### src/rtl/vag_pkg.sv
package vag_pkg;

   // Base data pattern codes
   localparam logic [3:0] DM_LINEAR  = 4'd0;
   localparam logic [3:0] DM_PRBS    = 4'd1;
   localparam logic [3:0] DM_WALK1   = 4'd2;
   localparam logic [3:0] DM_WALK0   = 4'd3;
   localparam logic [3:0] DM_HAMMER1 = 4'd4;
   localparam logic [3:0] DM_HAMMER0 = 4'd5;

   // Aggressor/victim relationship codes
   localparam logic [2:0] VM_NONE    = 3'd0;
   localparam logic [2:0] VM_HELD1   = 3'd1;
   localparam logic [2:0] VM_HELD0   = 3'd2;
   localparam logic [2:0] VM_COPY    = 3'd3;
   localparam logic [2:0] VM_INVERT  = 3'd4;
   localparam logic [2:0] VM_LAG_AGG = 3'd5;
   localparam logic [2:0] VM_LAG_VIC = 3'd6;

   // Victim placement codes
   localparam logic [2:0] VS_EXTERNAL = 3'd0;
   localparam logic [2:0] VS_NIBBLE   = 3'd1;
   localparam logic [2:0] VS_BYTE     = 3'd2;
   localparam logic [2:0] VS_WORD     = 3'd3;

   // Width of the lag field
   localparam int DLY_W = 5;

endpackage

### src/rtl/vag_base_gen.sv
module vag_base_gen
   import vag_pkg::*;
#(
   parameter int W             = 32,
   parameter int PRBS_ORDER    = 8,
   parameter int LIN_PASS_LOG2 = 4
) (
   input  logic         clk_i,
   input  logic         rst_ni,
   input  logic         adv_i,
   input  logic         restart_i,
   input  logic [3:0]   dmode_i,
   output logic [W-1:0] base_o,
   output logic         pass_o
);

   localparam int LW = $clog2(W);
   localparam logic [PRBS_ORDER-1:0] SEED = PRBS_ORDER'(1);

   logic [W-1:0]          cnt_q;
   logic [PRBS_ORDER-1:0] lfsr_q;
   logic [PRBS_ORDER-1:0] lfsr_nx;
   logic                  fb;
   logic [W-1:0]          prbs_word;
   logic [W-1:0]          walk_word;
   logic                  pass_hit;

   // Feedback taps chosen by the register order
   generate
      if (PRBS_ORDER == 8) begin : g_p8
         assign fb = lfsr_q[7] ^ lfsr_q[5] ^ lfsr_q[4] ^ lfsr_q[3];
      end else if (PRBS_ORDER == 10) begin : g_p10
         assign fb = lfsr_q[9] ^ lfsr_q[6];
      end else begin : g_p23
         assign fb = lfsr_q[22] ^ lfsr_q[17];
      end
   endgenerate

   assign lfsr_nx = {lfsr_q[PRBS_ORDER-2:0], fb};

   // Spread the register over the word
   generate
      for (genvar i = 0; i < W; i++) begin : g_spread
         assign prbs_word[i] = lfsr_q[i % PRBS_ORDER];
      end
   endgenerate

   assign walk_word = W'(1) << cnt_q[LW-1:0];

   always_comb begin
      case (dmode_i)
         DM_LINEAR:  base_o = cnt_q;
         DM_PRBS:    base_o = prbs_word;
         DM_WALK1:   base_o = walk_word;
         DM_WALK0:   base_o = ~walk_word;
         DM_HAMMER1: base_o = cnt_q[0] ? '0 : '1;
         DM_HAMMER0: base_o = cnt_q[0] ? '1 : '0;
         default:    base_o = '0;
      endcase
   end

   // Last beat of a full pass of the current pattern
   always_comb begin
      case (dmode_i)
         DM_LINEAR:              pass_hit = &cnt_q[LIN_PASS_LOG2-1:0];
         DM_PRBS:                pass_hit = (lfsr_nx == SEED);
         DM_WALK1, DM_WALK0:     pass_hit = &cnt_q[LW-1:0];
         DM_HAMMER1, DM_HAMMER0: pass_hit = cnt_q[0];
         default:                pass_hit = 1'b0;
      endcase
   end

   assign pass_o = adv_i & ~restart_i & pass_hit;

   always_ff @(posedge clk_i or negedge rst_ni) begin
      if (!rst_ni) begin
         cnt_q  <= '0;
         lfsr_q <= SEED;
      end else if (restart_i) begin
         cnt_q  <= '0;
         lfsr_q <= SEED;
      end else if (adv_i) begin
         cnt_q  <= cnt_q + W'(1);
         lfsr_q <= lfsr_nx;
      end
   end

endmodule

### src/rtl/vag_victim_map.sv
module vag_victim_map
   import vag_pkg::*;
#(
   parameter int W = 32
) (
   input  logic                 clk_i,
   input  logic                 rst_ni,
   input  logic                 restart_i,
   input  logic                 pass_i,
   input  logic [2:0]           sel_i,
   input  logic [$clog2(W)-1:0] ext_i,
   input  logic [W-1:0]         base_i,
   output logic [W-1:0]         vic_mask_o,
   output logic [W-1:0]         wave_o,
   output logic                 map_ok_o
);

   localparam int LW = $clog2(W);

   logic [LW-1:0] pos_q;

   always_ff @(posedge clk_i or negedge rst_ni) begin
      if (!rst_ni) begin
         pos_q <= '0;
      end else if (restart_i) begin
         pos_q <= '0;
      end else if (pass_i) begin
         pos_q <= pos_q + LW'(1);
      end
   end

   assign map_ok_o = (sel_i <= VS_WORD);

   // Each lane finds the victim of its group
   generate
      for (genvar i = 0; i < W; i++) begin : g_lane
         localparam int NIB_BASE  = (i / 4) * 4;
         localparam int BYTE_BASE = (i / 8) * 8;
         logic [LW-1:0] v_idx;

         always_comb begin
            case (sel_i)
               VS_EXTERNAL: v_idx = ext_i;
               VS_NIBBLE:   v_idx = LW'(NIB_BASE) + LW'(pos_q[1:0]);
               VS_BYTE:     v_idx = LW'(BYTE_BASE) + LW'(pos_q[2:0]);
               default:     v_idx = pos_q;
            endcase
         end

         assign vic_mask_o[i] = (v_idx == LW'(i));
         assign wave_o[i]     = base_i[v_idx];
      end
   endgenerate

endmodule

### src/rtl/vag_delay_line.sv
module vag_delay_line
   import vag_pkg::*;
#(
   parameter int W     = 32,
   parameter int DEPTH = 24
) (
   input  logic             clk_i,
   input  logic             rst_ni,
   input  logic             adv_i,
   input  logic             restart_i,
   input  logic [W-1:0]     din_i,
   input  logic [DLY_W-1:0] dly_i,
   output logic [W-1:0]     dout_o
);

   logic [W-1:0]     hist_q [DEPTH];
   logic [DLY_W-1:0] eff;

   always_ff @(posedge clk_i or negedge rst_ni) begin
      if (!rst_ni) begin
         for (int k = 0; k < DEPTH; k++) hist_q[k] <= '0;
      end else if (restart_i) begin
         for (int k = 0; k < DEPTH; k++) hist_q[k] <= '0;
      end else if (adv_i) begin
         hist_q[0] <= din_i;
         for (int k = 1; k < DEPTH; k++) hist_q[k] <= hist_q[k-1];
      end
   end

   // Clamp the lag to the depth of the history
   assign eff = (dly_i > DLY_W'(DEPTH)) ? DLY_W'(DEPTH) : dly_i;

   always_comb begin
      dout_o = din_i;
      for (int k = 1; k <= DEPTH; k++) begin
         if (eff == DLY_W'(k)) dout_o = hist_q[k-1];
      end
   end

endmodule

### src/rtl/vag_pattern_gen.sv
module vag_pattern_gen
   import vag_pkg::*;
#(
   parameter int W             = 32,
   parameter int PRBS_ORDER    = 8,
   parameter int LIN_PASS_LOG2 = 4,
   parameter int DLY_DEPTH     = 24
) (
   input  logic                 clk_i,
   input  logic                 rst_ni,
   input  logic                 adv_i,
   input  logic                 restart_i,
   input  logic [3:0]           data_mode_i,
   input  logic [2:0]           vic_mode_i,
   input  logic [2:0]           vic_sel_i,
   input  logic [4:0]           agg_dly_i,
   input  logic [$clog2(W)-1:0] ext_vic_i,
   output logic [W-1:0]         data_o
);

   localparam int LW = $clog2(W);

   // Elaboration-time parameter checks
   generate
      if ((1 << LW) != W || W < 8) begin : g_bad_w
         $error("W must be a power of two and at least 8");
      end
      if (PRBS_ORDER != 8 && PRBS_ORDER != 10 && PRBS_ORDER != 23) begin : g_bad_prbs
         $error("PRBS_ORDER must be 8, 10 or 23");
      end
      if (DLY_DEPTH < 1 || DLY_DEPTH >= (1 << DLY_W)) begin : g_bad_dly
         $error("DLY_DEPTH out of range for the lag field");
      end
      if (LIN_PASS_LOG2 < 1 || LIN_PASS_LOG2 > W) begin : g_bad_lin
         $error("LIN_PASS_LOG2 out of range");
      end
   endgenerate

   logic [W-1:0] base_w;
   logic [W-1:0] vic_mask;
   logic [W-1:0] wave_w;
   logic [W-1:0] lag_w;
   logic         pass_w;
   logic         map_ok;
   logic         roles_on;

   vag_base_gen #(
      .W             (W),
      .PRBS_ORDER    (PRBS_ORDER),
      .LIN_PASS_LOG2 (LIN_PASS_LOG2)
   ) u_base (
      .clk_i     (clk_i),
      .rst_ni    (rst_ni),
      .adv_i     (adv_i),
      .restart_i (restart_i),
      .dmode_i   (data_mode_i),
      .base_o    (base_w),
      .pass_o    (pass_w)
   );

   vag_victim_map #(
      .W (W)
   ) u_map (
      .clk_i      (clk_i),
      .rst_ni     (rst_ni),
      .restart_i  (restart_i),
      .pass_i     (pass_w),
      .sel_i      (vic_sel_i),
      .ext_i      (ext_vic_i),
      .base_i     (base_w),
      .vic_mask_o (vic_mask),
      .wave_o     (wave_w),
      .map_ok_o   (map_ok)
   );

   vag_delay_line #(
      .W     (W),
      .DEPTH (DLY_DEPTH)
   ) u_lag (
      .clk_i     (clk_i),
      .rst_ni    (rst_ni),
      .adv_i     (adv_i),
      .restart_i (restart_i),
      .din_i     (wave_w),
      .dly_i     (agg_dly_i),
      .dout_o    (lag_w)
   );

   assign roles_on = map_ok && (vic_mode_i >= VM_HELD1) && (vic_mode_i <= VM_LAG_VIC);

   // Per-lane role combine
   generate
      for (genvar i = 0; i < W; i++) begin : g_out
         logic agg_bit;
         logic vic_bit;

         always_comb begin
            case (vic_mode_i)
               VM_HELD1:   agg_bit = 1'b1;
               VM_HELD0:   agg_bit = 1'b0;
               VM_COPY:    agg_bit = wave_w[i];
               VM_INVERT:  agg_bit = ~wave_w[i];
               VM_LAG_AGG: agg_bit = lag_w[i];
               default:    agg_bit = wave_w[i];
            endcase
            vic_bit = (vic_mode_i == VM_LAG_VIC) ? lag_w[i] : wave_w[i];
         end

         assign data_o[i] = !roles_on   ? base_w[i] :
                            vic_mask[i] ? vic_bit   : agg_bit;
      end
   endgenerate

endmodule

### config.mk
export PLATFORM = sky130hd
export DESIGN_NAME = vag_pattern_gen
export DESIGN_NICKNAME = d
export VERILOG_FILES = /design/src/rtl/vag_pkg.sv /design/src/rtl/vag_base_gen.sv /design/src/rtl/vag_victim_map.sv /design/src/rtl/vag_delay_line.sv /design/src/rtl/vag_pattern_gen.sv
export SDC_FILE = /design/constraint.sdc
export NUM_CORES = 1
export LEC_CHECK = 0
export BUFFER_PORTS_ARGS = -buffer_cell sky130_fd_sc_hd__buf_2
export CAP_MARGIN = 20
export CORE_MARGIN = 2
export CORE_UTILIZATION = 35
export CTS_CLUSTER_DIAMETER = 60
export DETAILED_ROUTE_END_ITERATION = 10
export GPL_TIMING_DRIVEN = 0
export PLACE_DENSITY = 0.57
export SLEW_MARGIN = 15
export SYNTH_ARGS = -nofsm -noshare
export SYNTH_HDL_FRONTEND = slang
export SYNTH_SLANG_ARGS = --single-unit
### constraint.sdc
create_clock -name clk_i -period 12.62 [get_ports clk_i]
set_input_delay 1.893 -clock clk_i [delete_from_list [all_inputs] [get_ports clk_i]]
set_output_delay 1.893 -clock clk_i [all_outputs]
set_load 0.03 [all_outputs]
==> results.py, run 1 <==
metrics = {
    "status": {
        "status": "completed",
    },
    "die": {
        "initial_core_util": 0.355,
        "die_area_um2": 46600,
        "io_pins": 56,
        "rows": 77,
        "chipWidth_um": 216,
        "die_h_um": 216,
        "core_um2": 44200,
    },
    "placement": {
        "placed_area_um2": 16900,
        "port_buffers": 47,
        "gp_congestion": 0.989,
        "hpwl_um": 57500,
        "dp_slack_ns": 3.87,
    },
    "critical_path": {
        "r2r_setup_slack_ns": 8.19,
        "cp_max_fo": 10,
        "cp.arrival_ns": 7.28,
        "startpoint_type": "primary input",
        "cp_data_required_time_ns": 10.73,
        "critical_path_class": "primary input to output port",
        "crit_path_end_kind": "output port",
    },
    "clock_tree": {
        "numCtsBuffers": 30,
        "cts_max_level": 1,
        "post_cts_buffers": 0,
        "clk_latency_ns": 0.60,
        "clk_pin_slew_worst_paths_ns": 0.06,
        "post_cts_resized": 0,
        "cts_tree": "yes",
        "cts_buffer_depth": 3,
        "cts_sinks": 237,
        "cts_hold_buffers": 0,
        "clock-root-buffer": "clkbuf_16",
    },
    "layout": {
        "fin_area_um2": 18000,
        "drive_above_1_share": 0.104,
        "num_antenna_cells": 0,
        "nNetsFinal": 1914,
        "syn2layout_area_growth_pct": 14.5,
        "final_util": 0.407,
        "nFillCells": 4519,
    },
    "global_routing": {
        "grt_max_degree": 93,
        "grt_pass1_wl_um": 111000,
        "grt_usage": 0.326,
        "first_global_vias": 15200,
        "grt.overflow.total": 0,
        "antenna_found_initial": 0,
    },
    "sta": {
        "drv_slew": 0,
        "fin_ws_ns": 3.44,
        "finClkSkew_ns": 0.0346,
        "min_period_ns": 9.18,
        "worstMarginPinSlew_ns": 1.23,
        "fin_crit_sh": 0.727,
        "setup_tns_ns": 0,
        "rsz0062_at_grt": "false",
        "hold_viol": 0,
        "fmax_mhz": 109,
        "setup_viol": 0,
        "slew_headroom": 0.181,
    },
    "detailed_routing": {
        "wl_per_cell_um": 30.7,
        "avgViaCountPerCell": 6.26,
        "first_pass_iters": 8,
        "drtIter0Drc": 1858,
        "vias": 15600,
        "drc": 0,
        "finalWirelength_um": 76700,
        "ant_nets": 0,
    },
    "yosys": {
        "ys_types": 108,
        "synth_common_cells": "354 x nor2_1, 236 x dfrtp_1, 220 x mux2i_1, 121 x nand2_1",
        "syn_nets": 1821,
        "synthArstFlopShare": 1.00,
        "avgSynthCellArea_um2": 8.78,
        "synth_flop_cell": "dfrtp_1",
        "postSynthCellCount": 1789,
        "yosys.area.top_type": "dfrtp_1",
        "ys_ff_latch": 237,
        "synthTopCellsByArea": "dfrtp_1 38%, mux2i_1 14%, nor2_1 8.5%, nand2_1 2.9%, a21oi_1 2.7%",
        "seq_area_frac_synth": 0.378,
        "synth_warnings": 0,
        "yosysMostFrequentCell": "nor2_1",
        "synth_edf_count": 0,
        "synth_area_um2": 15700,
        "yosys.area.top_type_share": 0.376,
    },
    "pwr": {
        "peakVddDrop_mv": 0.103,
        "leakagePower_nw": 7.97,
        "total_power_mw": 2.08,
        "power_density_nw_per_um2": 116,
    },
    "run": {
        "cap_viol_max_count": 0,
    },
    "worst_hold_path": {
        "hp-class": "flop to flop",
    },
}
sequential cells by signal, summed over array words and instances, names as in the netlist:
signal / count
u_map.pos_q: 5
u_base.lfsr_q: 8
u_lag.hist_q: 192
u_base.cnt_q: 32
per-stage QoR:
| step | hold WS, ns | instances |
|---|---|---|
| finish | 0.516 | 2498 |
| global route | 0.528 | 2498 |
| CTS | 0.518 | 2495 |
| detailed placement | 0.504 | 2439 |
| global placement | 0.500 | 2428 |
| floorplan | 0.477 | 1789 |
placed cells by master (no fill, tap or decap), drive strengths merged, types with 7 or more instances in the layout:
cell type  instances
a221o             15
o22ai             30
buf              104
o21ai             65
a21oi             85
and2               8
and4               7
a211oi            25
o211ai            29
nand2b            14
nor2             354
a211o             17
mux2i            221
dfrtp            236
a22oi             10
nand4             16
o31ai              7
a31oi             13
nor2b             15
xor2              30
xnor2             11
or3                7
inv               21
a221oi            34
and3              14
nor3b              7
a22o               7
nor4               8
nand3             44
clkbuf           138
nor4b              7
o221ai            33
nor3              37
nand2            122
ha                 8
where the power goes:
group          switching (mW)  internal, mW
logic                   0.297         0.110
clock network           0.365         0.534
registers             0.00741         0.765
area by class of cell:
type | instances | area, µm² | share of cell area
Multi-Input combinational cell | 1395 | 9090 | 0.505
Sequential cell | 237 | 5930 | 0.330
Clock buffer | 44 | 893 | 0.0497
Tap cell | 592 | 741 | 0.0412
Buffer | 138 | 652 | 0.0362
Timing Repair Buffer | 61 | 458 | 0.0255
Clock inverter | 12 | 150 | 0.00835
Inverter | 19 | 71.3 | 0.00396
routing by layer:
layer | part of all wire | track usage | vias to the layer above
li1 | - | - | 6779
met1 | 0.42 | 0.437 | 7873
met2 | 0.45 | 0.519 | 807
met3 | 0.081 | 0.0493 | 171
met4 | 0.054 | 0.152 | 0
met5 | 0 | 0 | -
critical path: stages:
cell and delay, ns:
buf_2 0.13, clkbuf_1 0.25, clkbuf_1 0.40, nor2_1 1.00
clkbuf_1 0.58, nor2_1 0.16, nor4_1 1.01, nand3_1 0.28
a31oi_1 0.27, o31ai_1 0.19, a221o_1 0.42, a221oi_1 0.39
buf_2 0.28
kinds of logic after synthesis:
logic type	synth area share
DFF	0.378
AOI/OAI and AO/OA	0.201
xor gates and xnor gates	0.0229
buffers and inverters	0.0454
adders and majority gates	0.00637
and+or+nand+nor	0.200
muxes	0.147
worst paths after layout:
kind,startpoint,endpoint,depth (start not counted)
max in group asynchronous,rst_ni,u_lag.hist_q[647],2
hold / removal,u_lag.hist_q[30],u_lag.hist_q[30],2
hold reg to reg,u_lag.hist_q[30],u_lag.hist_q[30],2
min in group asynchronous,rst_ni,u_map.pos_q[2],1
setup / recovery,agg_dly_i[1],data_o[31],13
setup reg to reg,u_base.cnt_q[2],u_lag.hist_q[766],14
Power figures use the tool's default switching activity.
==> run 2: changes to the inputs <==
PLACE_DENSITY = 0.59   (was 0.57)
clock period = 7.5 ns   (was 12.62 ns; I/O delays follow)
==> results.py, run 2 (synthesis gave the netlist of run 1 again) <==
metrics = {
    "status": {
        "status": "completed",
    },
    "sta": {
        "worstMarginPinSlew_ns": 1.23,
        "setup_tns_ns": 0,
        "slew_headroom": 0.173,
        "fmax_mhz": 134,
        "hold_viol": 0,
        "min_period_ns": 7.45,
        "rsz0062_at_grt": "false",
        "finClkSkew_ns": 0.0314,
        "fin_crit_sh": 0.993,
        "setup_viol": 0,
        "drv_slew": 0,
    },
    "critical_path": {
        "r2r_start": "u_base.cnt_q[2]",
        "crit_path_end_kind": "output port",
        "critical_path_class": "primary input to output port",
        "reg2reg_to": "u_lag.hist_q[766]",
        "startpoint_type": "primary input",
        "worst-r2r-cell-count": 14,
        "r2r_setup_slack_ns": 3.30,
        "cp_max_fo": 10,
        "cp_data_required_time_ns": 6.38,
        "cp.arrival_ns": 6.32,
    },
    "die": {
        "chipWidth_um": 216,
        "die_area_um2": 46600,
        "core_um2": 44200,
        "rows": 77,
        "io_pins": 56,
        "die_h_um": 216,
        "initial_core_util": 0.355,
    },
    "pwr": {
        "peakVddDrop_mv": 0.134,
        "power_density_nw_per_um2": 200,
        "leakagePower_nw": 8.01,
    },
    "global_routing": {
        "antenna_found_initial": 1,
        "grt_usage": 0.317,
        "first_global_vias": 15100,
        "grt_use_met2": 0.480,
        "use_met1": 0.417,
        "grt.busiest_layer": "met2",
        "grt.overflow.total": 0,
        "grt_max_degree": 104,
        "use_met3": 0.0623,
        "grt_pass1_wl_um": 108000,
    },
    "placement": {
        "hpwl_um": 56000,
        "gp_congestion": 1.01,
        "port_buffers": 47,
        "placed_cells": 2444,
    },
    "layout": {
        "largest_reg_flops": 192,
        "reg_top3": "u_lag.hist_q x192, u_base.cnt_q x32, u_base.lfsr_q x8",
        "final_cell_mix": "353 x nor2_1, 236 x dfrtp_1, 220 x mux2i_1, 121 x nand2_1, 92 x clkbuf_1",
        "layout_commonest_cell": "nor2_1",
        "nFillCells": 4495,
        "largest-register": "u_lag.hist_q",
        "layoutNonFillerInstCount": 2506,
        "syn2layout_area_growth_pct": 15.0,
        "nNetsFinal": 1921,
        "drive_above_1_share": 0.105,
    },
    "clock_tree": {
        "clock-root-buffer": "clkbuf_16",
        "clk_pin_slew_worst_paths_ns": 0.05,
        "cts_buffer_depth": 3,
        "clk_latency_ns": 0.56,
        "cts_hold_buffers": 0,
        "post_cts_buffers": 0,
        "cts_sinks": 237,
        "numCtsBuffers": 34,
        "cts_tree": "yes",
        "cts_max_level": 2,
    },
    "detailed_routing": {
        "drc": 0,
        "finalWirelength_um": 74900,
        "avgViaCountPerCell": 6.26,
        "ant_nets": 0,
        "drtIter0Drc": 1944,
        "vias": 15700,
        "first_pass_iters": 6,
        "wl_per_cell_um": 29.9,
    },
    "worst_hold_path": {
        "hp-class": "primary input to asynchronous set/reset pin",
    },
    "run": {
        "cap_viol_max_count": 0,
    },
}
[run 2: stage by stage]
| stage | worst slack [ns] | util | area (µm²) | power (mW) | hold WS [ns] |
|---|---|---|---|---|---|
| floorplan | 1.61 | - | 15700 | 1.70 | 0.477 |
| global placement | 0.101 | 0.377 | 16700 | 1.97 | 0.500 |
| detailed placement | 0.195 | 0.383 | 16900 | 1.98 | 0.505 |
| CTS | 0.186 | 0.408 | 18100 | 3.61 | 0.465 |
| global route | 0.0908 | 0.408 | 18100 | 3.71 | 0.498 |
| finish | 0.0505 | 0.408 | 18100 | 3.61 | 0.463 |
[run 2: repair_timing]
item	4_1_cts	5_1_grt
resized for setup	0	1
setup endpoints to repair	0	6
endpoints found under the hold margin	0	0
[run 2: metal layers]
layer | wire, µm | up-vias
met5 | 0 | -
met4 | 4990 | 0
met3 | 6230 | 211
met2 | 32600 | 885
met1 | 31100 | 7798
li1 | - | 6789
[run 2: layout make-up]
type | instances | area (µm²) | area share
tap | 592 | 741 | 0.0410
clock inverter | 12 | 154 | 0.00852
timing repair buffer | 64 | 463 | 0.0256
buffer | 138 | 652 | 0.0361
sequential | 237 | 5930 | 0.328
antenna | 1 | 2.50 | 0.000139
inverter | 19 | 71.3 | 0.00395
clock buffer | 48 | 975 | 0.0540
multi-input combinational | 1395 | 9070 | 0.502
[run 2: worst max-delay path by stage]
stage	startpoint	endpoint	slack, ns	cells after the start
2_1_floorplan	vic_sel_i[0]	data_o[14]	1.61	12
3_3_place_gp	agg_dly_i[1]	data_o[30]	0.10	13
3_5_place_dp	agg_dly_i[1]	data_o[30]	0.19	13
4_1_cts	agg_dly_i[1]	data_o[30]	0.19	13
5_1_grt	agg_dly_i[1]	data_o[30]	0.09	14
6_report	agg_dly_i[1]	data_o[30]	0.05	14
[run 2: critical path, cell delays in order]
cell      delay (ns)
buf_2           0.13
clkbuf_1        0.35
clkbuf_1        0.60
buf_1           0.60
o21ai_0         0.19
nand3_1         0.13
nand2_1         0.08
nor4_1          1.05
nand3_1         0.34
a31oi_1         0.40
o31ai_1         0.20
a221o_1         0.41
a221oi_1        0.42
buf_2           0.28
[run 2: power breakdown]
part	internal, mW	leakage, nW	switching (mW)
clock	0.988	0.549	0.646
combinational	0.184	4.16	0.489
sequential	1.29	3.30	0.0122
